$ cat src/rtl/led_pwm_pkg.sv
package led_pwm_pkg;

    localparam int ADDR_W = 8;
    localparam int DUTY_W = 8;

    // Address map; channel slots are consecutive from their base
    localparam logic [ADDR_W-1:0] A_RUN    = 8'h00;
    localparam logic [ADDR_W-1:0] A_DUTY0  = 8'h01;
    localparam logic [ADDR_W-1:0] A_COMMIT = 8'h25;
    localparam logic [ADDR_W-1:0] A_EN0    = 8'h26;
    localparam logic [ADDR_W-1:0] A_GMASK  = 8'h4a;
    localparam logic [ADDR_W-1:0] A_CLEAR  = 8'h4f;

    typedef logic [DUTY_W-1:0] duty_t;

    // Global control state
    typedef struct packed {
        logic              run;
        logic [DUTY_W-1:0] gmask;
    } glob_t;

    // Decoded single-register hits
    typedef struct packed {
        logic commit;
        logic clear;
        logic run;
        logic gmask;
    } hit_t;

    function automatic logic [ADDR_W-1:0] slot_addr(input logic [ADDR_W-1:0] base,
                                                   input int idx);
        return base + ADDR_W'(idx);
    endfunction

endpackage

$ cat src/rtl/led_pwm_regs.sv
module led_pwm_regs
    import led_pwm_pkg::*;
#(
    parameter int NCH = 36
) (
    input  logic                         clk,
    input  logic                         rst,
    input  logic                         wr_en,
    input  logic [ADDR_W-1:0]            wr_addr,
    input  logic [DUTY_W-1:0]            wr_data,
    output logic [NCH-1:0][DUTY_W-1:0]   active_o,
    output logic [NCH-1:0]               en_o,
    output logic                         live_o,
    output logic                         clear_o
);

    logic [NCH-1:0][DUTY_W-1:0] staged;
    logic [NCH-1:0][DUTY_W-1:0] active;
    logic [NCH-1:0]             en;
    glob_t                      glob;
    hit_t                       hit;
    logic [NCH-1:0]             duty_hit;
    logic [NCH-1:0]             en_hit;
    logic                       mapped;

    always_comb begin
        hit.commit = wr_en && (wr_addr == A_COMMIT);
        hit.clear  = wr_en && (wr_addr == A_CLEAR);
        hit.run    = wr_en && (wr_addr == A_RUN);
        hit.gmask  = wr_en && (wr_addr == A_GMASK);
    end

    for (genvar i = 0; i < NCH; i++) begin : g_dec
        assign duty_hit[i] = wr_en && (wr_addr == slot_addr(A_DUTY0, i));
        assign en_hit[i]   = wr_en && (wr_addr == slot_addr(A_EN0, i));
    end

    assign mapped = (|duty_hit) || (|en_hit) || (|hit);

    always_ff @(posedge clk) begin
        if (rst || hit.clear) begin
            staged <= '0;
            active <= '0;
            en     <= '0;
            glob   <= '0;
        end else begin
            if (hit.run)    glob.run   <= wr_data[0];
            if (hit.gmask)  glob.gmask <= wr_data;
            if (hit.commit) active     <= staged;
            for (int i = 0; i < NCH; i++) begin
                if (duty_hit[i]) staged[i] <= wr_data;
                if (en_hit[i])   en[i]     <= wr_data[0];
            end
        end
    end

    assign active_o = active;
    assign en_o     = en;
    assign live_o   = glob.run && !glob.gmask[0];
    assign clear_o  = hit.clear;

    // commit copies the staged set in one step
    assert_commit_copy_R2: assert property (@(posedge clk) disable iff (rst)
        (hit.commit) |=> (active == $past(staged)));

    // clear returns control state to defaults
    assert_clear_defaults_R6: assert property (@(posedge clk) disable iff (rst)
        (hit.clear) |=> (en == '0 && !live_o && active == '0));

    // unmapped writes touch nothing
    assert_unmapped_quiet_R9: assert property (@(posedge clk) disable iff (rst)
        (wr_en && !mapped) |=> ($stable(staged) && $stable(active) && $stable(en) && $stable(glob)));

endmodule

$ cat src/rtl/led_pwm_counter.sv
module led_pwm_counter
    import led_pwm_pkg::*;
(
    input  logic        clk,
    input  logic        rst,
    output duty_t       cnt_o,
    output logic        wrap_o
);

    duty_t cnt;

    always_ff @(posedge clk) begin
        if (rst) cnt <= '0;
        else     cnt <= cnt + 1'b1;
    end

    assign cnt_o  = cnt;
    assign wrap_o = (cnt == '1);

    // the counter rolls over to zero after its top value
    assert_cnt_rollover_R7: assert property (@(posedge clk) disable iff (rst)
        (wrap_o) |=> (cnt_o == '0));

endmodule

$ cat src/rtl/led_pwm_channel.sv
module led_pwm_channel
    import led_pwm_pkg::*;
(
    input  logic  clk,
    input  logic  rst,
    input  logic  clear,
    input  logic  wrap,
    input  duty_t cnt,
    input  duty_t active,
    input  logic  en,
    input  logic  live,
    output logic  pwm
);

    duty_t cmp;

    always_ff @(posedge clk) begin
        if (rst || clear) cmp <= '0;
        else if (wrap)    cmp <= active;
    end

    assign pwm = en && live && (cnt < cmp);

    // compare value moves only at counter wrap (or clear)
    assert_cmp_hold_R8: assert property (@(posedge clk) disable iff (rst)
        (!wrap && !clear) |=> $stable(cmp));

    // a zero compare value never drives high
    assert_zero_dark_R7: assert property (@(posedge clk) disable iff (rst)
        (cmp == '0) |-> !pwm);

    // clear empties the compare register
    assert_clear_cmp_R6: assert property (@(posedge clk) disable iff (rst)
        (clear) |=> (cmp == '0));

endmodule

$ cat src/rtl/led_pwm_ctrl.sv
module led_pwm_ctrl
    import led_pwm_pkg::*;
#(
    parameter int NCH = 36
) (
    input  logic              clk,
    input  logic              rst,
    input  logic              wr_en,
    input  logic [7:0]        wr_addr,
    input  logic [7:0]        wr_data,
    output logic [NCH-1:0]    pwm_o
);

    logic [NCH-1:0][DUTY_W-1:0] active;
    logic [NCH-1:0]             en;
    logic                       live;
    logic                       clear;
    duty_t                      cnt;
    logic                       wrap;

    led_pwm_regs #(.NCH(NCH)) u_regs (
        .clk      (clk),
        .rst      (rst),
        .wr_en    (wr_en),
        .wr_addr  (wr_addr),
        .wr_data  (wr_data),
        .active_o (active),
        .en_o     (en),
        .live_o   (live),
        .clear_o  (clear)
    );

    led_pwm_counter u_cnt (
        .clk    (clk),
        .rst    (rst),
        .cnt_o  (cnt),
        .wrap_o (wrap)
    );

    for (genvar i = 0; i < NCH; i++) begin : g_ch
        led_pwm_channel u_ch (
            .clk    (clk),
            .rst    (rst),
            .clear  (clear),
            .wrap   (wrap),
            .cnt    (cnt),
            .active (active[i]),
            .en     (en[i]),
            .live   (live),
            .pwm    (pwm_o[i])
        );
    end

    // a halted block drives nothing
    assert_halt_dark_R4: assert property (@(posedge clk) disable iff (rst)
        (!live) |-> (pwm_o == '0));

    // disabled channels stay low
    assert_en_gate_R3: assert property (@(posedge clk) disable iff (rst)
        ((pwm_o & ~en) == '0));

    // outputs low in the cycle after reset
    assert_reset_dark_R10: assert property (@(posedge clk)
        ($past(rst)) |-> (pwm_o == '0));

endmodule

$ cat config.mk
export PLATFORM = sky130hd
export DESIGN_NAME = led_pwm_ctrl
export DESIGN_NICKNAME = d
export VERILOG_FILES = /design/src/rtl/led_pwm_pkg.sv /design/src/rtl/led_pwm_regs.sv /design/src/rtl/led_pwm_counter.sv /design/src/rtl/led_pwm_channel.sv /design/src/rtl/led_pwm_ctrl.sv
export SDC_FILE = /design/constraint.sdc
export NUM_CORES = 2
export LEC_CHECK = 0
export ABC_AREA = 1
export BUFFER_PORTS_ARGS = -buffer_cell sky130_fd_sc_hd__clkbuf_2
export CORE_MARGIN = 1
export CORE_UTILIZATION = 70
export CTS_BUF_LIST = sky130_fd_sc_hd__clkbuf_8
export CTS_CLUSTER_DIAMETER = 50
export DETAILED_ROUTE_END_ITERATION = 6
export GPL_TIMING_DRIVEN = 0
export PLACE_DENSITY = 0.93
export SYNTH_ARGS = -nofsm -noshare
export SYNTH_HDL_FRONTEND = slang
export SYNTH_HIERARCHICAL = 1
export SYNTH_SLANG_ARGS = --single-unit
export TNS_END_PERCENT = 20
$ cat constraint.sdc
create_clock -name clk -period 14.5 [get_ports clk]
set_input_delay 0.725 -clock clk [delete_from_list [all_inputs] [get_ports clk]]
set_output_delay 0.725 -clock clk [all_outputs]
set_load 0.01 [all_outputs]
==> metrics.md <==
| Metric | Value |
|---|---|
| Slew Limit Headroom | -0.168% |
| CTS resizes | 0 |
| LEAKAGE | 20.6 nW |
| Total power | 4.96 mW |
| Largest net degree at the start of global routing | 42 |
| Ys Warns | 6 |
| Crit path DAT | 3080 ps |
| Layout Area Growth over Synthesis | 10.0% |
| Via density | 5.71 |
| Die footprint | 64300 um^2 |
| Yosys reg bits | 910 |
| Gr ovfl total | 0 |
| Port Buffers | 53 |
| Die X | 254 um |
| CP required | 13780 ps |
| Final #Nets | 6592 |
| Post-synth EDFFs | 0 |
| Most common cell in the synthesized netlist | nor2_1 |
| Final Wtd Congestion | 1.01 |
| Seq/Total Area, Yosys | 41.1% |
| Core area | 62100 um^2 |
| Setup Fix Bufs, Post-CTS | 0 |
| Setup Skew | 23.9 ps |
| Failing checks | capacitance limit, slew limit |
| Slew Viols, Final | 41 |
| Worst Tran Pin Value | 1500 ps |
| DRT Pass-1 Iters | 6 |
| Die H | 254 um |
| Power Density | 102 nW/um^2 |
| Syn nets | 6378 |
| Clock Tree Buf Depth | 3 |
| Synth area leader | dfxtp_1 |
| Period utilization | 26.3% |
| Antenna violations before repair | 15 |
| DP Area | 45900 um^2 |
| Maxcap violations | 1 |
| Final WS setup | 10690 ps |
| Status | finished, violations left |
| CTS Buf Count | 147 |
| DRT Wirelength | 132000 um |
| DR iter-0 viols | 4315 |
| Skew-Pair Late Insertion Delay | 800 ps |
| Post-CTS Hold Fix Bufs | 0 |
| CTS tree | done |
| Synth top area share | 41.1% |
| Initial core utilization | 71.4% |
| Pre-CTS setup slack | 11240 ps |
| Cells after DPL | 7008 |
| Syn Std Cell Area | 44300 um^2 |
| Final hold vios | 0 |
| Hold WC Path Type | in -> reg |
| Synth area leaders | dfxtp_1 (41%), nor2_1 (13%), nand2_1 (9.8%) |
| Fill cells | 4046 |
| Design area | 48700 um^2 |
| Synth cell count leaders | nor2_1 (1497), nand2_1 (1158), dfxtp_1 (910) |
| Fin cells | 7271 |
| Share of synthesized flip-flops with an asynchronous set or reset | 0% |
| GRT Util Overall | 40.6% |
| Row cnt | 91 |
| HPWL after DPL | 91000 um |
| Residual DRC count | 0 |
| CP max FO | 21 |
| Worst setup SP type | flop |
| F_max | 263 MHz |
| Prevailing post-synth register cell | dfxtp_1 |
| RSZ-0062 raised after global routing | false |
| Worst-path clk slew | 60 ps |
| Vias in the first global route | 40100 |
| WL/cell | 18.1 um |
| Mapped Cells | 6106 |
| Max VDD drop | 95.6 uV |
| Layout cell share with drive strength beyond 1 | 11.4% |
| Crit path kind | reg -> out |
| Post-synth cell types | 25 |
| Sum Neg Setup Slack | 0 ps |
| Final min period | 3810 ps |
| H-tree Lvls | 4 |
| Avg Cell Area, Syn | 7.25 um^2 |
| Root buffer cell | clkbuf_8 |
| Number of I/O pins | 55 |
| First-pass GRT wire length | 204000 um |
| Antenna Nets Post-Route | 0 |
| Worst setup EP type | output port |
| Final setup fails | 0 |
| DR vias | 41500 |
| Clk sinks | 910 |
==> where the power goes <==
part	internal, mW	leakage (nW)	switching, mW
logic	0.0765	11.6	0.204
registers	2.51	7.33	0.0104
clock network	1.14	1.65	1.03
total	3.72	20.6	1.24
==> logic make-up (layout without fill, tap and decap cells) <==
group           Yosys count  in the layout  share of synthesized area (%)
simple gates           3357           3357                           30.7
buf+inv                1126           1446                           11.3
flops                   910            910                           41.1
compound gates          460            460                           9.68
other cells               0              8                              0
fa+ha+maj               253            253                           7.15
==> state kept, by name, summed over array words and instances, names as in the netlist <==
signal	flops
u_regs/staged	288
u_regs/glob	2
u_regs/active_o	288
g_ch.u_ch/cmp	288
u_regs/en_o	36
u_cnt/cnt_o	8
==> worst max-delay path, stage by stage, from the launching register on <==
cell and delay, ps:
dfxtp_2 820, buf_12 290, ha_1 280, nand2_1 70, inv_1 40, o21bai_1 140
nand3_1 90, a21oi_1 340, clkbuf_2 210
==> path summary, 6_finish.rpt <==
check | from | to | slack [ps] | cells past startpoint
hold / removal | wr_data[0] | u_regs/en_o[25]$_SDFFE_PP0P_ | 250 | 3
setup reg to reg | u_cnt/cnt_o[1]$_SDFF_PP0_ | g_ch[24].u_ch/cmp[1]$_SDFFE_PP0P_ | 11080 | 11
hold reg to reg | g_ch[28].u_ch/cmp[0]$_SDFFE_PP0P_ | g_ch[28].u_ch/cmp[0]$_SDFFE_PP0P_ | 460 | 2
setup / recovery | u_cnt/cnt_o[5]$_SDFF_PP0_ | pwm_o[17] | 10690 | 8
==> layer usage <==
metal | share of wire (%) | global-route usage [%] | wire length [um]
met5 | 0.065 | 0 | 85
met4 | 5.6 | 25.3 | 7400
met3 | 10 | 9.90 | 13400
met2 | 46 | 66.2 | 60400
met1 | 38 | 47.9 | 50400
==> layout by cell type, fill, tap and decap left out <==
master	instances
bufinv_16	1
dfxtp_2	8
o21bai_1	36
diode_2	8
buf_1	14
buf_6	37
nand2_2	1
clkbuf_8	180
or2_1	36
clkbuf_1	161
nor2_2	6
and3_1	36
nand2_1	1158
buf_8	36
or2_0	1
inv_2	40
a211oi_2	252
clkinv_2	12
inv_1	809
buf_12	12
o21ai_0	1
clkinv_1	1
inv_6	6
nand3_1	613
a21oi_1	171
nor2_1	1495
buf_2	79
nand3_2	2
nor2_4	3
ha_1	253
dfxtp_1	902
clkbuf_2	53
nand4_1	6
clkinvlp_4	5
==> stage by stage <==
| step | hold WS (ps) | utilization, % |
|---|---|---|
| after floorplan | 435 | - |
| after global placement | 448 | 73.5 |
| after detailed placement | 452 | 73.9 |
| after CTS | 205 | 78.5 |
| after global routing | 252 | 78.5 |
| final | 250 | 78.5 |
==> final cells by class <==
cell class              count  area (um^2)  area share, %
multi-input cells        4070        21100           43.2
flip-flops and latches    910        18200           37.4
inverters                 799         3000           6.16
clock buffers             180         2480           5.08
plain buffers             327         2010           4.12
well taps                 837         1050           2.15
repair buffers             65          505           1.04
clock inverters            75          372          0.763
diodes                      8         20.0         0.0411
Note: power is estimated with default switching activity, not from simulation.
